==> src/rtl/afc_pkg.sv <==
package afc_pkg;

    localparam int LVL_W = 7;
    localparam int NIRQ  = 4;

    typedef enum logic [1:0] {
        SEL_CTL = 2'd0,
        SEL_DMA = 2'd1,
        SEL_IEN = 2'd2,
        SEL_IST = 2'd3
    } reg_sel_e;

    typedef struct packed {
        logic [1:0] rx_code;
        logic [1:0] tx_code;
        logic       dma_on;
    } ctl_t;

    typedef struct packed {
        logic [LVL_W-1:0] rx_pan;
        logic [LVL_W-1:0] tx_pan;
        logic [LVL_W-1:0] rx_req;
        logic [LVL_W-1:0] tx_req;
    } dma_t;

    // receive service threshold per 2-bit code
    function automatic logic rx_hit(logic [1:0] code, int unsigned lvl, int unsigned dep);
        case (code)
            2'd0:    return lvl >= 1;
            2'd1:    return lvl >= dep / 2;
            2'd2:    return lvl >= (3 * dep) / 4;
            default: return lvl == dep;
        endcase
    endfunction

    // transmit service threshold per 2-bit code
    function automatic logic tx_hit(logic [1:0] code, int unsigned lvl, int unsigned dep);
        case (code)
            2'd0:    return lvl == 0;
            2'd1:    return lvl <= dep / 4;
            2'd2:    return lvl <= dep / 2;
            default: return lvl < dep;
        endcase
    endfunction

endpackage

==> src/rtl/afc_regs.sv <==
module afc_regs
    import afc_pkg::*;
#(
    parameter int REG_W = 32
) (
    input  logic             clk,
    input  logic             rst,
    input  logic             reg_wr,
    input  logic [1:0]       reg_sel,
    input  logic [REG_W-1:0] reg_wdata,
    input  logic             ser_tick,
    output ctl_t             ctl_q,
    output dma_t             dma_q,
    output logic [NIRQ-1:0]  ien_q,
    output logic             w1c_stb,
    output logic [NIRQ-1:0]  w1c_mask,
    output logic             sync,
    output logic [1:0]       flush_q
);

    localparam int CLR_BIT = 5;

    logic [1:0] tcnt;
    logic       unused_bits;
    logic       ctl_wr;
    logic       tick_done;

    assign unused_bits = ^{reg_wdata[REG_W-1:31], reg_wdata[23], reg_wdata[15], reg_wdata[7]};
    assign ctl_wr      = reg_wr && (reg_sel_e'(reg_sel) == SEL_CTL);
    assign w1c_stb     = reg_wr && (reg_sel_e'(reg_sel) == SEL_IST);
    assign w1c_mask    = reg_wdata[NIRQ-1:0];
    assign sync        = (tcnt == 2'd2);
    assign tick_done   = !reg_wr && ser_tick && (tcnt == 2'd1);

    always_ff @(posedge clk) begin
        if (rst) begin
            ctl_q <= '0;
            dma_q <= '0;
            ien_q <= '0;
        end else if (reg_wr) begin
            case (reg_sel_e'(reg_sel))
                SEL_CTL: begin
                    ctl_q.dma_on  <= reg_wdata[0];
                    ctl_q.tx_code <= reg_wdata[2:1];
                    ctl_q.rx_code <= reg_wdata[4:3];
                end
                SEL_DMA: begin
                    dma_q.tx_req <= reg_wdata[6:0];
                    dma_q.rx_req <= reg_wdata[14:8];
                    dma_q.tx_pan <= reg_wdata[22:16];
                    dma_q.rx_pan <= reg_wdata[30:24];
                end
                SEL_IEN: ien_q <= reg_wdata[NIRQ-1:0];
                default: ;
            endcase
        end
    end

    // serial tick counter, restarted by every write, saturates at two
    always_ff @(posedge clk) begin
        if (rst || reg_wr) tcnt <= 2'd0;
        else if (ser_tick && tcnt != 2'd2) tcnt <= tcnt + 2'd1;
    end

    AST_SYNC_DROP: assert property (@(posedge clk) disable iff (rst) reg_wr |=> !sync) else $error("sync held after write");

    for (genvar k = 0; k < 2; k++) begin : g_clr
        logic pend;
        always_ff @(posedge clk) begin
            if (rst) begin
                pend       <= 1'b0;
                flush_q[k] <= 1'b0;
            end else begin
                flush_q[k] <= pend && tick_done;
                if (ctl_wr && reg_wdata[CLR_BIT+k]) pend <= 1'b1;
                else if (tick_done)                 pend <= 1'b0;
            end
        end

        AST_FLUSH_SYNCED: assert property (@(posedge clk) disable iff (rst) flush_q[k] |-> sync) else $error("flush without sync");
        AST_FLUSH_SINGLE: assert property (@(posedge clk) disable iff (rst) flush_q[k] |=> !flush_q[k]) else $error("flush longer than one cycle");
    end

endmodule

==> src/rtl/afc_flags.sv <==
module afc_flags
    import afc_pkg::*;
#(
    parameter int DEPTH = 64,
    localparam int LW   = $clog2(DEPTH + 1)
) (
    input  logic [LW-1:0] tx_level,
    input  logic [LW-1:0] rx_level,
    input  ctl_t          ctl_q,
    input  dma_t          dma_q,
    output logic          tx_empty,
    output logic          tx_room,
    output logic          rx_has,
    output logic          rx_full,
    output logic          tx_need,
    output logic          rx_need,
    output logic          tx_dreq,
    output logic          rx_dreq,
    output logic          tx_panic,
    output logic          rx_panic
);

    localparam int unsigned DEP = DEPTH;

    int unsigned txl;
    int unsigned rxl;

    always_comb begin
        txl      = 32'(tx_level);
        rxl      = 32'(rx_level);
        tx_empty = (txl == 0);
        tx_room  = (txl < DEP);
        rx_has   = (rxl != 0);
        rx_full  = (rxl == DEP);
        tx_need  = tx_hit(ctl_q.tx_code, txl, DEP);
        rx_need  = rx_hit(ctl_q.rx_code, rxl, DEP);
        tx_dreq  = ctl_q.dma_on && tx_room && (txl <= 32'(dma_q.tx_req));
        rx_dreq  = ctl_q.dma_on && rx_has  && (rxl >= 32'(dma_q.rx_req));
        tx_panic = ctl_q.dma_on && tx_room && (txl <= 32'(dma_q.tx_pan));
        rx_panic = ctl_q.dma_on && rx_has  && (rxl >= 32'(dma_q.rx_pan));
    end

endmodule

==> src/rtl/afc_irq.sv <==
module afc_irq
    import afc_pkg::*;
(
    input  logic            clk,
    input  logic            rst,
    input  logic [NIRQ-1:0] set_vec,
    input  logic            w1c_stb,
    input  logic [NIRQ-1:0] w1c_mask,
    input  logic [NIRQ-1:0] ien_q,
    output logic [NIRQ-1:0] int_stat,
    output logic            irq
);

    for (genvar k = 0; k < NIRQ; k++) begin : g_bit
        always_ff @(posedge clk) begin
            if (rst)                          int_stat[k] <= 1'b0;
            else if (set_vec[k])              int_stat[k] <= 1'b1;
            else if (w1c_stb && w1c_mask[k])  int_stat[k] <= 1'b0;
        end

        AST_STAT_STICKY: assert property (@(posedge clk) disable iff (rst)
            (int_stat[k] && !(w1c_stb && w1c_mask[k])) |=> int_stat[k]) else $error("status bit lost");
        AST_SET_WINS: assert property (@(posedge clk) disable iff (rst)
            set_vec[k] |=> int_stat[k]) else $error("set event dropped");
    end

    assign irq = |(int_stat & ien_q);

endmodule

==> src/rtl/audio_fifo_ctl.sv <==
module audio_fifo_ctl
    import afc_pkg::*;
#(
    parameter int DEPTH = 64,
    parameter int REG_W = 32,
    localparam int LW   = $clog2(DEPTH + 1)
) (
    input  logic             clk,
    input  logic             rst,
    input  logic             reg_wr,
    input  logic [1:0]       reg_sel,
    input  logic [REG_W-1:0] reg_wdata,
    input  logic             ser_tick,
    input  logic [LW-1:0]    tx_level,
    input  logic [LW-1:0]    rx_level,
    input  logic             tx_underrun,
    input  logic             rx_overrun,
    output logic             tx_empty,
    output logic             tx_room,
    output logic             rx_has,
    output logic             rx_full,
    output logic             tx_need,
    output logic             rx_need,
    output logic             tx_dreq,
    output logic             rx_dreq,
    output logic             tx_panic,
    output logic             rx_panic,
    output logic [3:0]       int_stat,
    output logic             irq,
    output logic             sync,
    output logic             tx_flush,
    output logic             rx_flush
);

    ctl_t            ctl_q;
    dma_t            dma_q;
    logic [NIRQ-1:0] ien_q;
    logic            w1c_stb;
    logic [NIRQ-1:0] w1c_mask;
    logic [1:0]      flush_q;
    logic [NIRQ-1:0] set_vec;

    afc_regs #(.REG_W(REG_W)) regs_i (
        .clk(clk), .rst(rst), .reg_wr(reg_wr), .reg_sel(reg_sel),
        .reg_wdata(reg_wdata), .ser_tick(ser_tick), .ctl_q(ctl_q),
        .dma_q(dma_q), .ien_q(ien_q), .w1c_stb(w1c_stb),
        .w1c_mask(w1c_mask), .sync(sync), .flush_q(flush_q)
    );

    afc_flags #(.DEPTH(DEPTH)) flags_i (
        .tx_level(tx_level), .rx_level(rx_level), .ctl_q(ctl_q), .dma_q(dma_q),
        .tx_empty(tx_empty), .tx_room(tx_room), .rx_has(rx_has), .rx_full(rx_full),
        .tx_need(tx_need), .rx_need(rx_need), .tx_dreq(tx_dreq), .rx_dreq(rx_dreq),
        .tx_panic(tx_panic), .rx_panic(rx_panic)
    );

    assign set_vec = {rx_overrun, tx_underrun, rx_need, tx_need};

    afc_irq irq_i (
        .clk(clk), .rst(rst), .set_vec(set_vec), .w1c_stb(w1c_stb),
        .w1c_mask(w1c_mask), .ien_q(ien_q), .int_stat(int_stat), .irq(irq)
    );

    assign tx_flush = flush_q[0];
    assign rx_flush = flush_q[1];

    AST_DMA_GATED: assert property (@(posedge clk) disable iff (rst)
        !ctl_q.dma_on |-> !(tx_dreq || rx_dreq || tx_panic || rx_panic)) else $error("DMA line while off");
    AST_IRQ_MASKED: assert property (@(posedge clk) disable iff (rst)
        (ien_q == '0) |-> !irq) else $error("irq with all enables off");

endmodule

==> config.mk <==
export PLATFORM = sky130hd
export DESIGN_NAME = audio_fifo_ctl
export DESIGN_NICKNAME = d
export VERILOG_FILES = /design/src/rtl/afc_pkg.sv /design/src/rtl/afc_regs.sv /design/src/rtl/afc_flags.sv /design/src/rtl/afc_irq.sv /design/src/rtl/audio_fifo_ctl.sv
export SDC_FILE = /design/constraint.sdc
export NUM_CORES = 1
export LEC_CHECK = 0
export BUFFER_PORTS_ARGS = -buffer_cell sky130_fd_sc_hd__buf_4
export CORE_UTILIZATION = 43
export CTS_BUF_LIST = sky130_fd_sc_hd__clkbuf_16
export CTS_CLUSTER_SIZE = 30
export DETAILED_ROUTE_END_ITERATION = 8
export HOLD_SLACK_MARGIN = 0.15
export PLACE_DENSITY = 0.79
export SLEW_MARGIN = 20
export SYNTH_ARGS = -nofsm -noshare
export SYNTH_HDL_FRONTEND = slang
export SYNTH_SLANG_ARGS = --single-unit
==> constraint.sdc <==
create_clock -name clk -period 1.7 [get_ports clk]
set_input_delay 0 -clock clk [delete_from_list [all_inputs] [get_ports clk]]
set_output_delay 0 -clock clk [all_outputs]
set_load 0.01 [all_outputs]
# == After elaboration in Yosys (flattened, before gate mapping) ==
# Cells that the tools add are included.
# op_classes
n_addsub,1
n_lt_le_gt_ge,10
n_eq_ne,11
n_mux,13
bitwise_logic,1
reduce_logical,36
# ops
cell,count
1-bit logical AND,19
"7-bit by 6-bit >= comparator with 1-bit output, second input constant",2
7-bit >= comparator,2
7-bit less-or-equal comparator,2
2-bit nonzero test,6
1-bit two-way mux,11
"2-bit equality test, second input constant",5
"2-bit by 1-bit equality test with 1-bit output, second input constant",4
"7-bit equality test, second input constant",1
"7-bit by 1-bit >= comparator with 1-bit output, second input constant",1
"7-bit by 5-bit less-or-equal comparator with 1-bit output, second input constant",1
"7-bit by 6-bit less-or-equal comparator with 1-bit output, second input constant",1
7-bit logical NOT,1
"7-bit less-than comparator, second input constant",1
7-bit nonzero test,1
2-bit logical NOT,3
1-bit one-hot mux with 3 select lines,2
2-bit AND reduction,3
4-bit bitwise AND,1
4-bit OR reduction,1
"2-bit by 1-bit adder with 2-bit output, second input constant",1
"2-bit inequality test, second input constant",1
1-bit logical NOT,1
1-bit logical OR,1
# totals
ff_bits,47
input_bits,54
output_inout_bits,18
elab_cells,89

# == Depth between registers and ports, before layout ==
# depth
word_depth,5
depth_mapped,6
ltp_nobuf,6

# == Modules after synthesis ==
# From an unflattened synthesis, not the netlist that was laid out.
# unflattened
cells_unflattened,315
area_unflattened_um2,2562.5
# modules_own_cells
module,instances,cells_per_inst,area_per_inst_um2
afc_regs,1,181,1594.0
afc_flags,1,115,804.5
afc_irq,1,19,163.9

# == Least setup slack after synthesis ==
# Ideal clock, no wire load.
# synth_timing
path_type,register -> output
startpoint,register regs_i.dma_q[4] (netlist name)
endpoint,output port tx_dreq
t_arrival_ns,1.357
required_ns,1.700
setup_slack_ns,0.343
stages_incl_launch_ff,7
path_buffers,0
cell_sequence,dfxtp_1 > inv_1 > ha_1 > nand3_1 > or3_1 > mux2_2 > o31ai_1
# synth_between
elab_chain_cells,2
# synth_rtl
item,line_no,source
7-bit less-or-equal comparator,afc_flags.sv:37,tx_dreq = ctl_q.dma_on && tx_room && (txl <= 32'(dma_q.tx_req));
1-bit logical AND,afc_flags.sv:37,
"end, declared",audio_fifo_ctl.sv:24,"output logic tx_dreq,"
# No other way between the ends.

# == Worst setup path in the final report ==
# layout_timing
startpoint,register regs_i.dma_q[2] (netlist name)
endpoint,output port tx_dreq
# layout_between
elab_chain_cells,2
# layout_rtl
item,line_no
7-bit less-or-equal comparator,afc_flags.sv:37
1-bit logical AND,afc_flags.sv:37
# No other way between the ends.

==> results.toml <==
[clocking]
cts_tree = "yes"
h-tree-depth = 2
cts.clk_slew.worst_paths_ns = 0.06
cts.sinks = 47
clock_latency_ns = 0.29
cts_buffers = 5
cts-root-buf = "clkbuf_16"
clock_path_buffers = 2

[critical_path]
critPathLaunchType = "register"
crit_arrival_ns = 1.83
required_ns = 1.70
worstPathMaxFanout = 2
end_kind = "primary output"
critPathKind = "register to primary output"

[synth]
synth_ff_type = "dfxtp_1"
yosysWarnings = 0
synthesis.area_um2 = 2580
syn_area_per_cell_um2 = 8.14
synth-edff-count = 0
synth-async-reset-ratio = 0
synth.net_count = 401
ys_seq_area_frac = 0.365
synthDistinctLibCells = 43
synth_cells = 317
yosys_register_bits = 47

[detailed_routing]
antenna_left = 0
dr.pass1.iters = 4
drc = 0
drtIter0Drc = 102
vias_per_cell = 5.09
num_vias = 2545
routed_wl_um = 6780
wl_per_cell_um = 13.6

[global_route]
grt_max_degree = 50
gr-usage-all-layers = 0.228
grt_overflow = 0
grt_pass1_vias = 2582
grt_first_pass_wirelength_um = 11200
grt_antenna_before_repair = 0

[sta]
final-setup-viol-count = 1
final_max_slew_viol_count = 0
slew_headroom = 0.318
fin_crit_sh = 1.08
min_period_ns = 1.83
finalHoldViolations = 0
worst_slack_ns = -0.133
rsz0062_at_grt = "true"
tightest_slew_ns = 1.02
fmax_mhz = 546
clock_skew_ns = 0.00351
hold_slack_ns = 0.152

[power]
vdd_ir_drop_max_v = 0.000459
powerDensity_nw_per_um2 = 721
cellLeakagePower_nw = 1.56
total_power_mw = 2.75

[final_layout]
final_cell_mix = "69 x nand2_1, 68 x buf_4, 44 x dlygate4sd3_1"
drive_gt1_frac = 0.234
final_nets = 511
area_delta_synth_final_pct = 47.8
diodes = 0
final_common_cell = "nand2_1"

[floorplanning]
core_region_area_um2 = 5640
dieArea_um2 = 6320
ioPinCount = 72
die_x_um = 79.5
start_util = 0.458
row_count = 27
die_y_um = 79.5

[run]
maxCapViolCount = 0

[placement]
io_buffers = 67
dp_hpwl_um = 4420
gp_congestion = 0.866

[outcome]
violations = "negative setup slack"
status = "complete, but fails checks"

[hold_path]
hp-class = "input pin to register"
synth_stat cells (4+ instances only):
master     n  area share
nor2b_1    5       0.012
nor2_1    19       0.028
a21oi_1   41       0.079
o21ai_0    8       0.016
inv_1     32       0.047
dfxtp_1   47        0.36
clkbuf_1   4      0.0058
a22oi_1    5       0.015
ha_1      30        0.15
mux2i_1    9       0.035
nand2_1   70        0.10
sequential cells by signal, summed over array words and instances (netlist names):
signal and flops:
irq_i.int_stat 4, regs_i.tcnt 2, regs_i.dma_q 28, regs_i.g_clr.pend 2, regs_i.ctl_q 5, regs_i.ien_q 4
regs_i.flush_q 2
cell type report:
cell class,instances,area [µm²]
Clock buffer,5,125
Clock inverter,3,38.8
Fill cell,443,1830
Inverter,32,120
Multi-Input combinational cell,228,1530
Sequential cell,47,947
Tap cell,72,90.1
Timing Repair Buffer,113,962
repair_timing:
action                                  in CTS  in global routing
pin swaps                                    4                  0
hold endpoints to repair                    47                  0
endpoints found under the setup margin       1                  3
hold buffers                                44                  0
resized for setup                           14                  4
setup buffers                                0                  1
worst max-delay path, cell delays in order (launching register included):
cell and delay [ns]:
dfxtp_2 0.34, inv_2 0.05, ha_4 0.26, nand2_2 0.05, or3_1 0.35, mux2_4 0.29, o31ai_4 0.06, buf_6 0.13
power breakdown:
part	switching [mW]	total, mW	leakage [nW]	internal (mW)
Sequential	0.0244	1.17	0.385	1.14
Clock	0.408	1.09	0.0812	0.686
Combinational	0.227	0.492	1.10	0.264
Total	0.660	2.75	1.56	2.09
final timing paths:
check | from | cells after the start | endpoint | slack, ns
setup / recovery | regs_i.dma_q[2]$_SDFFE_PP0P_ | 7 | tx_dreq | -0.13
hold / removal | reg_sel[0] | 4 | regs_i.g_clr[1].pend$_SDFFE_PP0P_ | 0.15
setup reg to reg | regs_i.ctl_q[1]$_SDFFE_PP0P_ | 4 | irq_i.int_stat[0]$_SDFFE_PP0P_ | 0.14
hold reg to reg | regs_i.dma_q[27]$_SDFFE_PP0P_ | 2 | regs_i.dma_q[27]$_SDFFE_PP0P_ | 0.45
metrics by stage:
stage          utilization  TNS [ns]  instance area [µm²]  instances  worst slack (ns)
6_report             0.676    -0.133                 3810        500            -0.133
2_1_floorplan            -         0                 2580        317             0.343
3_3_place_gp         0.554         0                 3120        447             0.145
3_5_place_dp         0.554         0                 3120        447             0.141
5_1_grt              0.676    -0.190                 3810        500            -0.190
4_1_cts              0.674    -0.108                 3800        499            -0.108
routing by layer:
metal / share of wire / GRT usage
met1: 0.42 / 0.251
met5: 0 / 0
met2: 0.52 / 0.424
met3: 0.040 / 0.0411
met4: 0.015 / 0.0927
logic make-up after synthesis:
group | Yosys count | synth area share
flops | 47 | 0.365
simple gates | 117 | 0.216
fa+ha+maj | 31 | 0.149
buf+inv | 42 | 0.0693
mux | 10 | 0.0393
xor+xnor | 1 | 0.00339
compound gates | 69 | 0.158
Power figures use the tool's default switching activity.
